[src/rtl/mdio_pkg.sv]
package mdio_pkg;

    typedef enum logic [2:0] {
        ST_IDLE,
        ST_PRE,
        ST_CMD,
        ST_RDIN,
        ST_TAIL
    } mst_state_e;

    localparam logic [1:0] FRM_START = 2'b01;
    localparam logic [1:0] FRM_OP_RD = 2'b10;
    localparam logic [1:0] FRM_OP_WR = 2'b01;
    localparam logic [1:0] FRM_TA_WR = 2'b10;

endpackage

[src/rtl/mdio_clk_gen.sv]
module mdio_clk_gen #(
    parameter int HALF_DIV = 10
) (
    input  logic clk,
    input  logic rst_n,
    input  logic run,
    output logic mdc,
    output logic lo_end,
    output logic hi_end
);
    localparam int DW = (HALF_DIV > 1) ? $clog2(HALF_DIV) : 1;
    localparam logic [DW-1:0] LAST = DW'(HALF_DIV - 1);

    typedef struct packed {
        logic [DW-1:0] cnt;
        logic          phase;
    } div_t;

    div_t d, q;
    logic wrap;

    always_comb begin
        d    = q;
        wrap = (q.cnt == LAST);
        if (!run) begin
            d.cnt   = '0;
            d.phase = 1'b0;
        end else if (wrap) begin
            d.cnt   = '0;
            d.phase = ~q.phase;
        end else begin
            d.cnt = q.cnt + 1'b1;
        end
    end

    always_ff @(posedge clk) begin
        if (!rst_n) q <= '0;
        else        q <= d;
    end

    assign mdc    = q.phase;
    assign lo_end = run && !q.phase && wrap;
    assign hi_end = run &&  q.phase && wrap;
endmodule

[src/rtl/mdio_frame_fmt.sv]
module mdio_frame_fmt
    import mdio_pkg::*;
#(
    parameter int PHY_W  = 5,
    parameter int REG_W  = 5,
    parameter int DATA_W = 16,
    localparam int FRM_W = 6 + PHY_W + REG_W + DATA_W
) (
    input  logic              is_write,
    input  logic [PHY_W-1:0]  phy,
    input  logic [REG_W-1:0]  regad,
    input  logic [DATA_W-1:0] wdata,
    output logic [FRM_W-1:0]  frame
);
    always_comb begin
        if (is_write)
            frame = {FRM_START, FRM_OP_WR, phy, regad, FRM_TA_WR, wdata};
        else
            frame = {FRM_START, FRM_OP_RD, phy, regad, {(DATA_W + 2){1'b0}}};
    end
endmodule

[src/rtl/mdio_master.sv]
module mdio_master
    import mdio_pkg::*;
#(
    parameter int HALF_DIV = 10,
    parameter int PHY_W    = 5,
    parameter int REG_W    = 5,
    parameter int REG_IN_W = 8,
    parameter int DATA_W   = 16
) (
    input  logic                clk,
    input  logic                rst_n,
    input  logic                req_valid,
    input  logic                req_write,
    input  logic [PHY_W-1:0]    req_phy,
    input  logic [REG_IN_W-1:0] req_reg,
    input  logic [DATA_W-1:0]   req_wdata,
    output logic                busy,
    output logic                done,
    output logic [DATA_W-1:0]   rd_data,
    output logic                mdc,
    output logic                mdio_o,
    output logic                mdio_oe,
    input  logic                mdio_i
);
    localparam int PRE_BITS = 33;
    localparam int RD_CMD   = 4 + PHY_W + REG_W;
    localparam int WR_BITS  = RD_CMD + 2 + DATA_W;
    localparam int RD_IN    = DATA_W + 3;
    localparam int TAIL     = 2;
    localparam int CNT_W    = $clog2(PRE_BITS + WR_BITS);

    typedef struct packed {
        mst_state_e         st;
        logic [CNT_W-1:0]   cnt;
        logic [WR_BITS-1:0] sh;
        logic [DATA_W-1:0]  din;
        logic               wr;
        logic               mo;
        logic               oe;
        logic               done;
        logic [DATA_W-1:0]  rdata;
    } mst_t;

    mst_t d, q;
    logic addr_bad;
    logic lo_end, hi_end, run;
    logic [WR_BITS-1:0] frame;

    generate
        if (REG_IN_W > REG_W) begin : g_range
            assign addr_bad = |req_reg[REG_IN_W-1:REG_W];
        end else begin : g_norange
            assign addr_bad = 1'b0;
        end
    endgenerate

    assign run = (q.st != ST_IDLE);

    mdio_clk_gen #(.HALF_DIV(HALF_DIV)) i_clk_gen (
        .clk    (clk),
        .rst_n  (rst_n),
        .run    (run),
        .mdc    (mdc),
        .lo_end (lo_end),
        .hi_end (hi_end)
    );

    mdio_frame_fmt #(.PHY_W(PHY_W), .REG_W(REG_W), .DATA_W(DATA_W)) i_fmt (
        .is_write (req_write),
        .phy      (req_phy),
        .regad    (req_reg[REG_W-1:0]),
        .wdata    (req_wdata),
        .frame    (frame)
    );

    always_comb begin
        d      = q;
        d.done = 1'b0;
        unique case (q.st)
            ST_IDLE: begin
                if (req_valid) begin
                    if (addr_bad) begin
                        d.done = 1'b1;
                        if (!req_write) d.rdata = '1;
                    end else begin
                        d.st  = ST_PRE;
                        d.cnt = CNT_W'(PRE_BITS - 1);
                        d.wr  = req_write;
                        d.sh  = frame;
                        d.mo  = 1'b1;
                        d.oe  = 1'b1;
                    end
                end
            end
            ST_PRE: begin
                if (hi_end) begin
                    if (q.cnt == '0) begin
                        d.st  = ST_CMD;
                        d.cnt = q.wr ? CNT_W'(WR_BITS - 1) : CNT_W'(RD_CMD - 1);
                        d.mo  = q.sh[WR_BITS-1];
                    end else begin
                        d.cnt = q.cnt - 1'b1;
                    end
                end
            end
            ST_CMD: begin
                if (hi_end) begin
                    if (q.cnt == '0) begin
                        d.oe  = 1'b0;
                        d.mo  = 1'b0;
                        d.st  = q.wr ? ST_TAIL : ST_RDIN;
                        d.cnt = q.wr ? CNT_W'(TAIL - 1) : CNT_W'(RD_IN - 1);
                    end else begin
                        d.sh  = q.sh << 1;
                        d.mo  = q.sh[WR_BITS-2];
                        d.cnt = q.cnt - 1'b1;
                    end
                end
            end
            ST_RDIN: begin
                if (lo_end && q.cnt != '0)
                    d.din = {q.din[DATA_W-2:0], mdio_i};
                if (hi_end) begin
                    if (q.cnt == '0) begin
                        d.rdata = q.din;
                        d.done  = 1'b1;
                        d.st    = ST_IDLE;
                    end else begin
                        d.cnt = q.cnt - 1'b1;
                    end
                end
            end
            ST_TAIL: begin
                if (hi_end) begin
                    if (q.cnt == '0) begin
                        d.done = 1'b1;
                        d.st   = ST_IDLE;
                    end else begin
                        d.cnt = q.cnt - 1'b1;
                    end
                end
            end
            default: d.st = ST_IDLE;
        endcase
    end

    always_ff @(posedge clk) begin
        if (!rst_n) begin
            q    <= '0;
            q.st <= ST_IDLE;
        end else begin
            q <= d;
        end
    end

    assign busy    = run;
    assign done    = q.done;
    assign rd_data = q.rdata;
    assign mdio_o  = q.mo;
    assign mdio_oe = q.oe;
endmodule

[config.mk]
export PLATFORM = sky130hd
export DESIGN_NAME = mdio_master
export DESIGN_NICKNAME = d
export VERILOG_FILES = /design/src/rtl/mdio_pkg.sv /design/src/rtl/mdio_clk_gen.sv /design/src/rtl/mdio_frame_fmt.sv /design/src/rtl/mdio_master.sv
export SDC_FILE = /design/constraint.sdc
export NUM_CORES = 1
export LEC_CHECK = 0
export BUFFER_PORTS_ARGS = -buffer_cell sky130_fd_sc_hd__buf_2
export CAP_MARGIN = 30
export CORE_UTILIZATION = 52
export CTS_BUF_LIST = sky130_fd_sc_hd__clkbuf_16
export CTS_CLUSTER_DIAMETER = 50
export CTS_CLUSTER_SIZE = 40
export DETAILED_ROUTE_END_ITERATION = 10
export PLACE_DENSITY = 0.77
export RECOVER_POWER = 25
export SLEW_MARGIN = 20
export SYNTH_ARGS = -nofsm -noshare
export SYNTH_HDL_FRONTEND = slang
export SYNTH_SLANG_ARGS = --single-unit
[constraint.sdc]
create_clock -name clk -period 4 [get_ports clk]
set_input_delay 0.8 -clock clk [delete_from_list [all_inputs] [get_ports clk]]
set_output_delay 0.8 -clock clk [all_outputs]
set_load 0.02 [all_outputs]
---- After elaboration in Yosys (flattened, before gate mapping) ----
Index checks and enable logic that the tools add are counted.
cells by class
  bitwise logic cells ..................... 4
  muxes and demuxes ....................... 36
  reductions and logical operators ........ 26
  equality and inequality tests ........... 19
  $add $sub $neg .......................... 2
operators by type and width
  kind                                                                    number
  42-bit 2-to-1 mux                                                       3
  32-bit case mux with 2 select lines                                     1
  17-bit 2-to-1 mux                                                       3
  32-bit 2-to-1 mux                                                       1
  16-bit case mux with 2 select lines                                     1
  30-bit 2-to-1 mux                                                       1
  7-bit case mux with 4 select lines                                      1
  2-bit != test (second input constant)                                   12
  7-bit 2-to-1 mux                                                        3
  10-bit 2-to-1 mux                                                       2
  19-bit 2-to-1 mux                                                       1
  16-bit 2-to-1 mux                                                       1
  3-bit 2-to-1 mux                                                        4
  3-bit case mux with 4 select lines                                      1
  6-bit AND reduction                                                     2
  5-bit 2-to-1 mux                                                        2
  5-bit AND reduction                                                     2
  8-bit AND reduction                                                     1
  7-bit zero test                                                         1
  7-bit AND reduction                                                     1
  7-bit nonzero test                                                      1
  7-bit by 1-bit subtractor with 7-bit output (second input constant)     1
  3-bit by 2-bit equality test with 1-bit output (second input constant)  2
  1-bit 2-to-1 mux                                                        6
  other kinds (19)                                                        33
storage, ports and cells
  output and inout port bits .............. 21
  logic and storage cells ................. 98
  register bits after elaboration ......... 83
  input port bits ......................... 34

---- Longest topological paths before layout ----
Gate-level depths: netlist (run 1).
  depth in word-level cells ............... 5
  gate-level depth with buffers ........... 9
  mapped depth without buffers ............ 7

---- Modules after synthesis ----
A second synthesis (run 1) with hierarchy kept.
unflattened totals
  cell total of the unflattened synthesis .. 450
  area total of the unflattened synthesis .. 4164.0 um^2
modules (own cells, without submodules)
  module          area an instance (um^2)  cells each  instances  seq. area each (um^2)
  mdio_master     3689.8                   393         1          1561.5
  mdio_frame_fmt  250.2                    35          1          0.0
  mdio_clk_gen    224.0                    22          1          100.1

---- Least setup slack after synthesis (run 1) ----
OpenSTA, ideal clock, no wires.
  path kind ............................... input to register
  start ................................... input req_reg[6]
  end ..................................... register q[50] in the netlist's numbering
  buffers on the path ..................... 1
  slack ................................... 1.655 ns
  data required time ...................... 3.884 ns
  arrival ................................. 2.229 ns
  cell stages on the path ................. 6
  setup time .............................. 0.116 ns
  path through ............................ or4b_1 -> nor2_1 -> o21a_1 -> clkbuf_1 -> nand3_1 -> o211a_1
on the way
  word-level cells in the longest chain between the ends .. 3
RTL lines
  item                           line               source
  from (decl)                    mdio_master.sv:15  input logic [REG_IN_W-1:0] req_reg,
  3-bit OR reduction             mdio_master.sv:51  assign addr_bad = |req_reg[REG_IN_W-1:REG_W];
  2-bit != test (no line)        -
  5-bit AND reduction (no line)  -
  to (decl)                      mdio_master.sv:44  mst_t d, q;
No other way between the ends.
A chain may end at the register's enable or synchronous reset.

---- Worst setup path after layout (run 1) ----
  start ................................... register q[68] in the netlist's numbering
  end ..................................... register q, in the netlist rd_data[4]
on the way
  word-level cells in the longest chain between the ends .. 3
RTL lines
  item                           line                source
  7-bit zero test                mdio_master.sv:124  if (q.cnt == '0) begin
  2-bit != test (no line)        -
  6-bit AND reduction (no line)  -
No other way between the ends.

==> metrics, run 1 <==
Clock Sinks=83; WP data arrival=2.86 ns; status=finished clean; Layout fillers=663; Sw Share=23.9%; cell internal pwr=0.00139 W; GPL Wtd Cong=0.931; asr flop ratio synth=0%; Final Net Count=523; Sequential Area=1660 sq um; initial drt markers=302; global-route usage over all layers=22.0%; vias per cell=5.81; final wirelength=8.35 mm; average cell area after synthesis=8.34 sq um; setup violators final=0; CTS Buf Count=9; DPL Wire Length=5.42 mm; Multi-input gate area=1920 sq um; number of global-route vias before repair=3,020; RSZ-0062 raised after global routing=false; CTS Hold Bufs=0; Startpoint Class=register; row cnt=31; post-synth top area share=42.7%; Crit Path Class=register to register; area of the core=7250 sq um; Worst VDD drop=256 uV; DIE AREA=7830 sq um; drt wl/cell=14.1 microns; Distinct cells, synth=56; total of max-cap violations=0; Final min period=2.59 ns; total power=0.00183 W; Ys Warns=0; syn_nets=503; compound-cell area share of the yosys netlist=23.5%; Reg clk slew, reported paths=0.06 ns; layout cell share with drive strength beyond 1=12.8%; final hold violations=0; initial antenna violation count=0; power share of the clock group=44.9%; mapped cell area=3890 sq um; largest family of logic cells by synthesized area=compound AO/OA/AOI/OAI gates; clock root cell=clkbuf_16; Cells after Synth=466; clk_skew=0.00686 ns; Pre-antenna DRT Iters=5; Diodes inserted=0; ANT nets after route=0; Crit path required time=4.27 ns; register bit total from synthesis=83; Layout area overhead=11.7%; Die W=88.5 microns; GRT overflow=0; post-synthesis mux area share=1.03%; worst skew pair latency=0.33 ns; IO Port Bufs=54; slew at the pin closest to its max-slew limit=0.682 ns; most common cell after layout, fill and taps aside=nand2_1; post-layout util=59.9%; adder-cell area share of the yosys netlist=0.966%; Main synth FF type=dfxtp_1; via count=3,425; I/O pins=55; most frequent cells in the layout=86 x nand2_1, 83 x dfxtp_1, 37 x nand3_1; post_cts resized=0; DR DRC count=0; Psw=0.000437 W; simple-gate share of the synthesized area=23.3%; sequential power share=47.4%; Max clock buf depth=2; largest area contributor in the netlist=dfxtp_1; CP Capture Type=register; Die Y=88.5 microns; Initial Util=53.6%; first-pass GRT wire length=13.5 mm; CP max FO=17; PwrDens=422 nW/um^2; total negative slack=0 ns; register area share after synthesis=42.7%; H-tree depth=3; CTS tree=yes; synth top area cells=dfxtp_1 43%, nand2_1 8.3%, o221a_1 4.9%, nand3_1 4.8%, o211a_1 3.9%; Setup Buffers After CTS=0; number of flops mapped to enable cells by yosys=0; fin crit share=64.8%; f_max=386 MHz; pin count of the biggest net entering global routing=59; Comb pwr share=7.7%; max-slew violations=0; hold crit path type=register to register; Leakage=1.75 nW; post-synthesis xor/xnor area fraction=0.676%; Max-slew headroom=54.5%
==> per-stage QoR <==
step	cells	worst slack (ns)	hold slack, ns	area, sq um
2_1_floorplan	466	1.66	0.431	3890
3_3_place_gp	573	1.31	0.442	4050
3_5_place_dp	573	1.23	0.447	4050
4_1_cts	589	1.40	0.454	4350
5_1_grt	590	1.28	0.467	4340
6_report	590	1.41	0.451	4340
==> cell type report <==
type	count	area share, %
clock buffers	9	5.18
clock inverters	7	1.79
inverters	10	0.864
multi-input cells	322	44.2
flip-flops and latches	83	38.2
well taps	99	2.85
repair buffers	60	6.85
==> metal layers <==
metal	GRT usage [%]	part of all wire, %	vias up
met1	29.1	48	1572
met3	3.92	5.9	18
met2	34.8	44	135
met4	10.4	2.1	0
met5	0	0	-
li1	-	-	1700
==> critical path, cell delays in order, from the launching register on <==
cell and delay, ns:
dfxtp_1 0.34, inv_1 0.11, ha_1 0.28, or4b_1 0.63, nor3_4 0.45, nand2_4 0.22, o21ai_4 0.23, o221a_1 0.27
==> state kept, by name, summed over array words and instances, names as in the netlist <==
register,count
mdio_o,1
i_clk_gen.mdc,1
done,1
rd_data,16
q,59
i_clk_gen.q,4
mdio_oe,1
==> worst paths after layout <==
check | start | endpoint | slack, ns | cells past startpoint
worst min-delay path | q[36]$_SDFFE_PN0P_ | q[36]$_SDFFE_PN0P_ | 0.45 | 2
worst max-delay path | q[68]$_SDFFE_PN0P_ | rd_data[4]$_SDFFE_PN0P_ | 1.41 | 7
worst min register to register | q[36]$_SDFFE_PN0P_ | q[36]$_SDFFE_PN0P_ | 0.45 | 2
worst max register to register | q[68]$_SDFFE_PN0P_ | rd_data[4]$_SDFFE_PN0P_ | 1.41 | 7
==> cells by family (layout without fill, tap and decap cells) <==
| group | Yosys count | in the layout |
|---|---|---|
| mux | 4 | 4 |
| compound gates | 119 | 119 |
| simple gates | 193 | 193 |
| buf+inv | 61 | 86 |
| xor+xnor | 3 | 3 |
| flops | 83 | 83 |
| fa+ha+maj | 3 | 3 |
==> synthesized netlist by cell type, types with 4 or more instances <==
cell type / n
a311oi_1: 13
nand3_1: 37
a21oi_1: 24
nand2_1: 86
o211a_1: 15
and3_1: 5
nor3_1: 5
o221a_1: 17
o21ai_1: 12
a31oi_1: 6
a32oi_1: 5
buf_4: 16
inv_1: 8
o21ai_0: 9
mux2i_1: 4
nor2_1: 34
clkbuf_1: 25
buf_2: 7
dfxtp_1: 83
==> power by group through the flow <==
stage	sequential (W)	combinational (W)	clock (W)
2_1_floorplan	0.000883	0.000116	0
3_3_place_gp	0.000885	0.000142	0
3_5_place_dp	0.000885	0.000144	0
4_1_cts	0.000867	0.000144	0.000836
5_1_grt	0.000870	0.000158	0.000873
6_report	0.000868	0.000141	0.000823
(Power assumes the default switching activity.)
==> run 2: changes to the inputs <==
- CORE_UTILIZATION: 52 -> 51
- PLACE_DENSITY: 0.77 -> 0.79
- clock period: 4 -> 2.3 ns (I/O delays scaled with it)
==> run 2 against run 1 <==
Compared with the run above:
- hold slack got worse by 0.080 ns
- global-route usage increased by 1.9 points
- maximum frequency increased by 23%
- power grew 70%
- largest power group unchanged
- clock skew is essentially flat
- critical path type unchanged
==> metrics, run 2 (synthesized netlist as in run 1, its figures left out) <==
Reg clk slew, reported paths=0.06 ns (about the same); DPL Wire Length=6.02 mm (+11%); met3 routed WL=439 microns (-11%); pin count of the biggest net entering global routing=49 (-17%); CTS Buf Count=9 (unchanged); PwrDens=694 nW/um^2 (+65%); number of global-route vias before repair=3,303 (+9.4%); GRT overflow=0 (unchanged); Startpoint Class=register; Crit path required time=2.53 ns (-1.74 ns); Max clock buf depth=2 (unchanged); met1 wire length=3.84 mm (-3.6%); layout cell share with drive strength beyond 1=16.0% (+3.1 points); post-layout util=61.3% (+1.4 points); Die W=89.3 microns (+0.95%); Diodes inserted=0 (unchanged); total of max-cap violations=0 (unchanged); Max-slew headroom=59.2% (+4.7 points); Final Net Count=539 (+3.1%); H-tree depth=3 (unchanged); Layout area overhead=15.1%; clk_skew=0.00684 ns (-0.0000238 ns); Pre-antenna DRT Iters=4 (-1); initial antenna violation count=0 (unchanged); WHS Endpoint=q[20]$_SDFFE_PN0P_; initial drt markers=164 (-46%); first-pass GRT wire length=14.7 mm (+8.7%); clock root cell=clkbuf_16; CP max FO=6 (-11); WHS Path Cells=3 (+1); max-slew violations=0 (unchanged); Placed Cells=590 (+3.0%); Final min period=2.10 ns (-0.488 ns); Die Y=89.3 microns (+0.95%); fin cells=606 (+2.7%); Initial Util=53.3% (-0.29 points); final hold violations=0 (unchanged); CTS Hold Bufs=0 (unchanged); Crit Path Class=register to register; reg2reg end=q[72]$_SDFFE_PN0P_; Leakage=1.83 nW (+4.9%); I/O pins=55 (unchanged); row cnt=31 (unchanged); DIE AREA=7980 sq um (+1.9%); DR DRC count=0 (unchanged); Clock Sinks=83 (unchanged); r2r worst-path depth=8 (+1); global-route usage over all layers=23.9% (+1.9 points); hold_ws=0.371 ns (-0.0802 ns); max layer used=met4; hold_sp=mdio_i; vias per cell=5.81 (about the same); fin crit share=91.4% (+27 points); Largest register FFs=59 (unchanged); Biggest register=q; IO Port Bufs=54 (unchanged); hold crit path type=input pin to register; drt wl/cell=14.7 microns (+4.1%); via count=3,519 (+2.7%); RSZ-0062 raised after global routing=false; f_max=476 MHz (+23%); Met2 Routed Length=4.46 mm (+21%); total negative slack=0 ns (unchanged); CTS tree=yes; slew at the pin closest to its max-slew limit=0.608 ns (-0.0736 ns); WP data arrival=2.33 ns (-0.53 ns); Reg2Reg Setup Slack=0.20 ns (-1.21 ns); setup violators final=0 (unchanged); final wirelength=8.93 mm (+6.9%); status=finished clean; ANT nets after route=0 (unchanged); GPL Wtd Cong=0.891 (-4.3%); most frequent cells in the layout=86 x nand2_1, 83 x dfxtp_1, 37 x nand3_1; area of the core=7290 sq um (+0.53%); reg2reg start=q[68]$_SDFFE_PN0P_; Worst VDD drop=452 uV (+77%); CP Capture Type=register; worst skew pair latency=0.34 ns (about the same); most common cell after layout, fill and taps aside=nand2_1
==> run 2: cell type report <==
class / count / area (sq um)
Tap cell: 99 / 124
Timing Repair Buffer: 76 / 448
Multi-Input combinational cell: 322 / 1930
Fill cell: 678 / 2820
Clock inverter: 7 / 51.3
Clock buffer: 9 / 225
Inverter: 10 / 37.5
Sequential cell: 83 / 1660
==> run 2: timing repair <==
item,4_1_cts,5_1_grt
gates resized for setup,0,2
buffers inserted,0,0
setup endpoints to repair,0,4
hold endpoints to repair,0,0
==> run 2: worst max-delay path, cell delays in order, from the launching register on <==
cell and delay [ns]:
dfxtp_1 0.31, inv_1 0.09, ha_1 0.23, or4b_4 0.52, buf_4 0.18, o211ai_1 0.22, o2111ai_1 0.20, a21oi_1 0.16
o21ai_1 0.08
==> run 2: routing by layer <==
metal | track usage [%] | vias to the layer above
met3 | 3.97 | 15
met2 | 40.6 | 85
met4 | 11.8 | 0
li1 | - | 1735
met1 | 29.4 | 1684
met5 | 0 | -
==> run 2: worst max-delay path by stage <==
stage / start / end / slack [ns] / depth (start not counted)
2_1_floorplan: q[68]$_SDFFE_PN0P_ / rd_data[15]$_SDFFE_PN0P_ / 0.15 / 8
3_3_place_gp: req_reg[6] / q[70]$_SDFFE_PN0P_ / 0.09 / 6
3_5_place_dp: req_reg[6] / q[70]$_SDFFE_PN0P_ / 0.03 / 6
4_1_cts: q[68]$_SDFFE_PN0P_ / q[72]$_SDFFE_PN0P_ / 0.15 / 8
5_1_grt: q[68]$_SDFFE_PN0P_ / q[68]$_SDFFE_PN0P_ / 0.02 / 8
6_report: q[68]$_SDFFE_PN0P_ / q[72]$_SDFFE_PN0P_ / 0.20 / 8
==> run 2: metrics by stage <==
step	instance area, sq um	total power, W	setup WS (ns)
final	4470	0.00311	0.198
after global placement	4220	0.00180	0.0879
after detailed placement	4220	0.00181	0.0343
after floorplan	3890	0.00174	0.147
after global routing	4470	0.00322	0.0204
after CTS	4490	0.00312	0.151
==> run 2: report_power, final <==
group          total, W  switching (W)  leakage [nW]  internal [W]
registers       0.00151      0.0000264         0.675       0.00148
clock network   0.00133       0.000593         0.134      0.000736
logic          0.000268       0.000158          1.03      0.000110
total           0.00311       0.000777          1.83       0.00233
==> run 3: changes to the inputs <==
- CTS_BUF_LIST: sky130_fd_sc_hd__clkbuf_16 -> not set
==> run 3 against run 2 <==
Compared with the run above:
- final cell count stayed put
- critical endpoint is now q[53]$_SDFFE_PN0P_
- routed wire length decreased by 2.2%
- largest cell class unchanged
- count of clock-buffer cells in the layout increased by 1
==> metrics, run 3 (synthesized netlist as in run 1, its figures left out) <==
CP Capture Type=register; slew at the pin closest to its max-slew limit=0.622 ns (+0.0134 ns); Design Area, Final=4380 sq um (-2.0%); layout cell share with drive strength beyond 1=16.2% (+0.20 points); Psw=0.000723 W (-6.9%); r2r worst-path depth=8 (unchanged); Setup Buffers After CTS=0 (unchanged); Leakage=1.79 nW (-2.2%); RSZ-0062 raised after global routing=false; final hold violations=0 (unchanged); CTS Hold Bufs=0 (unchanged); global-route usage over all layers=22.9% (-0.99 points); final wirelength=8.73 mm (-2.2%); CP max stage cell=dfxtp_1; H-tree depth=3 (unchanged); Pre-antenna DRT Iters=5 (+1); I/O pins=55 (unchanged); placed cell areas=4220 sq um (unchanged); f_max=466 MHz (-1.9%); Largest register FFs=59 (unchanged); total of max-cap violations=0 (unchanged); hold crit path type=input pin to register; WHS Endpoint=q[20]$_SDFFE_PN0P_; first-pass GRT wire length=14.3 mm (-2.5%); setup violators final=0 (unchanged); GRT overflow=0 (unchanged); Max clock buf depth=2 (unchanged); clock root cell=clkbuf_8; area of the core=7290 sq um (unchanged); Die Y=89.3 microns (unchanged); post_cts resized=0 (unchanged); fin crit share=93.2% (+1.8 points); Placed Cells=590 (unchanged); initial drt markers=160 (-2.4%); Startpoint Class=register; slowest stage delay, CP=0.38 ns (-0.14 ns); Comb pwr share=9.7% (+1.1 points); reg2reg end=q[53]$_SDFFE_PN0P_; Crit path required time=2.53 ns (about the same); pin count of the biggest net entering global routing=49 (unchanged); drt wl/cell=14.4 microns (-2.2%); number of global-route vias before repair=3,287 (-0.48%); total negative slack=0 ns (unchanged); Final min period=2.14 ns (+0.0415 ns); Diodes inserted=0 (unchanged); status=finished clean; Worst VDD drop=269 uV (-41%); DPL Wire Length=6.02 mm (unchanged); Reg clk slew, reported paths=0.09 ns (+0.03 ns); Crit Path Class=register to register; fin cells=606 (unchanged); CP max FO=27 (+21); Final Net Count=539 (unchanged); CTS Buf Count=9 (unchanged); Initial Util=53.3% (unchanged); power share of the clock group=35.4% (-7.4 points); via count=3,512 (-0.20%); Max-slew headroom=58.3% (-0.90 points); reg2reg start=q[69]$_SDFFE_PN0P_; clk_skew=0.0127 ns (+0.00588 ns); row cnt=31 (unchanged); Reg2Reg Setup Slack=0.16 ns (-0.04 ns); IO Port Bufs=54 (unchanged); CP cell instances=inv_1, ha_1, nor4b_2, a211oi_1, o21a_1, buf_12, nor2_1, a311oi_1; initial antenna violation count=0 (unchanged); max-slew violations=0 (unchanged); most common cell after layout, fill and taps aside=nand2_1; sequential power share=54.9% (+6.3 points); worst skew pair latency=0.34 ns (about the same); Layout area overhead=12.7%; Sw Share=26.4% (+1.3 points); cell internal pwr=0.00202 W (-13%); ANT nets after route=0 (unchanged); WP data arrival=2.38 ns (+0.05 ns); DR DRC count=0 (unchanged); DIE AREA=7980 sq um (unchanged); GPL Wtd Cong=0.891 (unchanged); Clock Sinks=83 (unchanged); Die W=89.3 microns (unchanged); vias per cell=5.80 (-0.20%); Biggest register=q; hold_sp=mdio_i; PwrDens=626 nW/um^2 (-9.8%); most frequent cells in the layout=86 x nand2_1, 83 x dfxtp_1, 37 x nand3_1; WHS Path Cells=3 (unchanged); Layout fillers=703 (+3.7%); CTS tree=yes
## run 3: cell types whose count changed in the layout (fill, tap and decap cells not counted)
cell	before	now
clkbuf_16	9	0
clkinv_1	2	1
clkbuf_8	0	10
## run 3: area by class of cell
| class | count | area, sq um | area share, % |
|---|---|---|---|
| multi-input cells | 322 | 1930 | 43.9 |
| flip-flops and latches | 83 | 1660 | 37.9 |
| repair buffers | 76 | 448 | 10.2 |
| clock buffers | 10 | 138 | 3.14 |
| well taps | 99 | 124 | 2.83 |
| clock inverters | 6 | 47.5 | 1.09 |
| inverters | 10 | 37.5 | 0.857 |
## run 3: power groups by stage
stage / logic [W] / registers [W] / clock network (W)
after floorplan: 0.000201 / 0.00154 / 0
after global placement: 0.000261 / 0.00154 / 0
after detailed placement: 0.000269 / 0.00154 / 0
after CTS: 0.000271 / 0.00151 / 0.000988
after global routing: 0.000296 / 0.00151 / 0.00105
final: 0.000267 / 0.00151 / 0.000970
## run 3: critical path, delay by kind of cell (launching register included)
family	cells	cell delay [ns]
simple gates	2	0.26
buf+inv	2	0.26
flops	1	0.38
fa+ha+maj	1	0.22
compound gates	3	0.90
## run 3: how the worst max path moves through the flow
stage / startpoint / endpoint / cells past startpoint
2_1_floorplan: q[68]$_SDFFE_PN0P_ / rd_data[15]$_SDFFE_PN0P_ / 8
3_3_place_gp: req_reg[6] / q[70]$_SDFFE_PN0P_ / 6
3_5_place_dp: req_reg[6] / q[70]$_SDFFE_PN0P_ / 6
4_1_cts: q[68]$_SDFFE_PN0P_ / q[72]$_SDFFE_PN0P_ / 8
5_1_grt: q[68]$_SDFFE_PN0P_ / q[68]$_SDFFE_PN0P_ / 8
6_report: q[69]$_SDFFE_PN0P_ / q[53]$_SDFFE_PN0P_ / 8
## run 3: metal layers
metal	wire length, microns	up-vias	track usage, %
li1	-	1735	-
met1	3990	1680	28.7
met2	4200	82	39.1
met3	364	15	3.69
met4	172	0	9.81
met5	0	-	0
## run 3: metrics by stage
stage	util (%)	hold WS, ns	total power (W)	worst slack, ns
after floorplan	-	0.431	0.00174	0.147
after global placement	57.8	0.441	0.00180	0.0879
after detailed placement	57.8	0.463	0.00181	0.0343
after CTS	60.4	0.355	0.00276	0.149
after global routing	60.1	0.374	0.00286	0.0125
final	60.1	0.359	0.00274	0.156
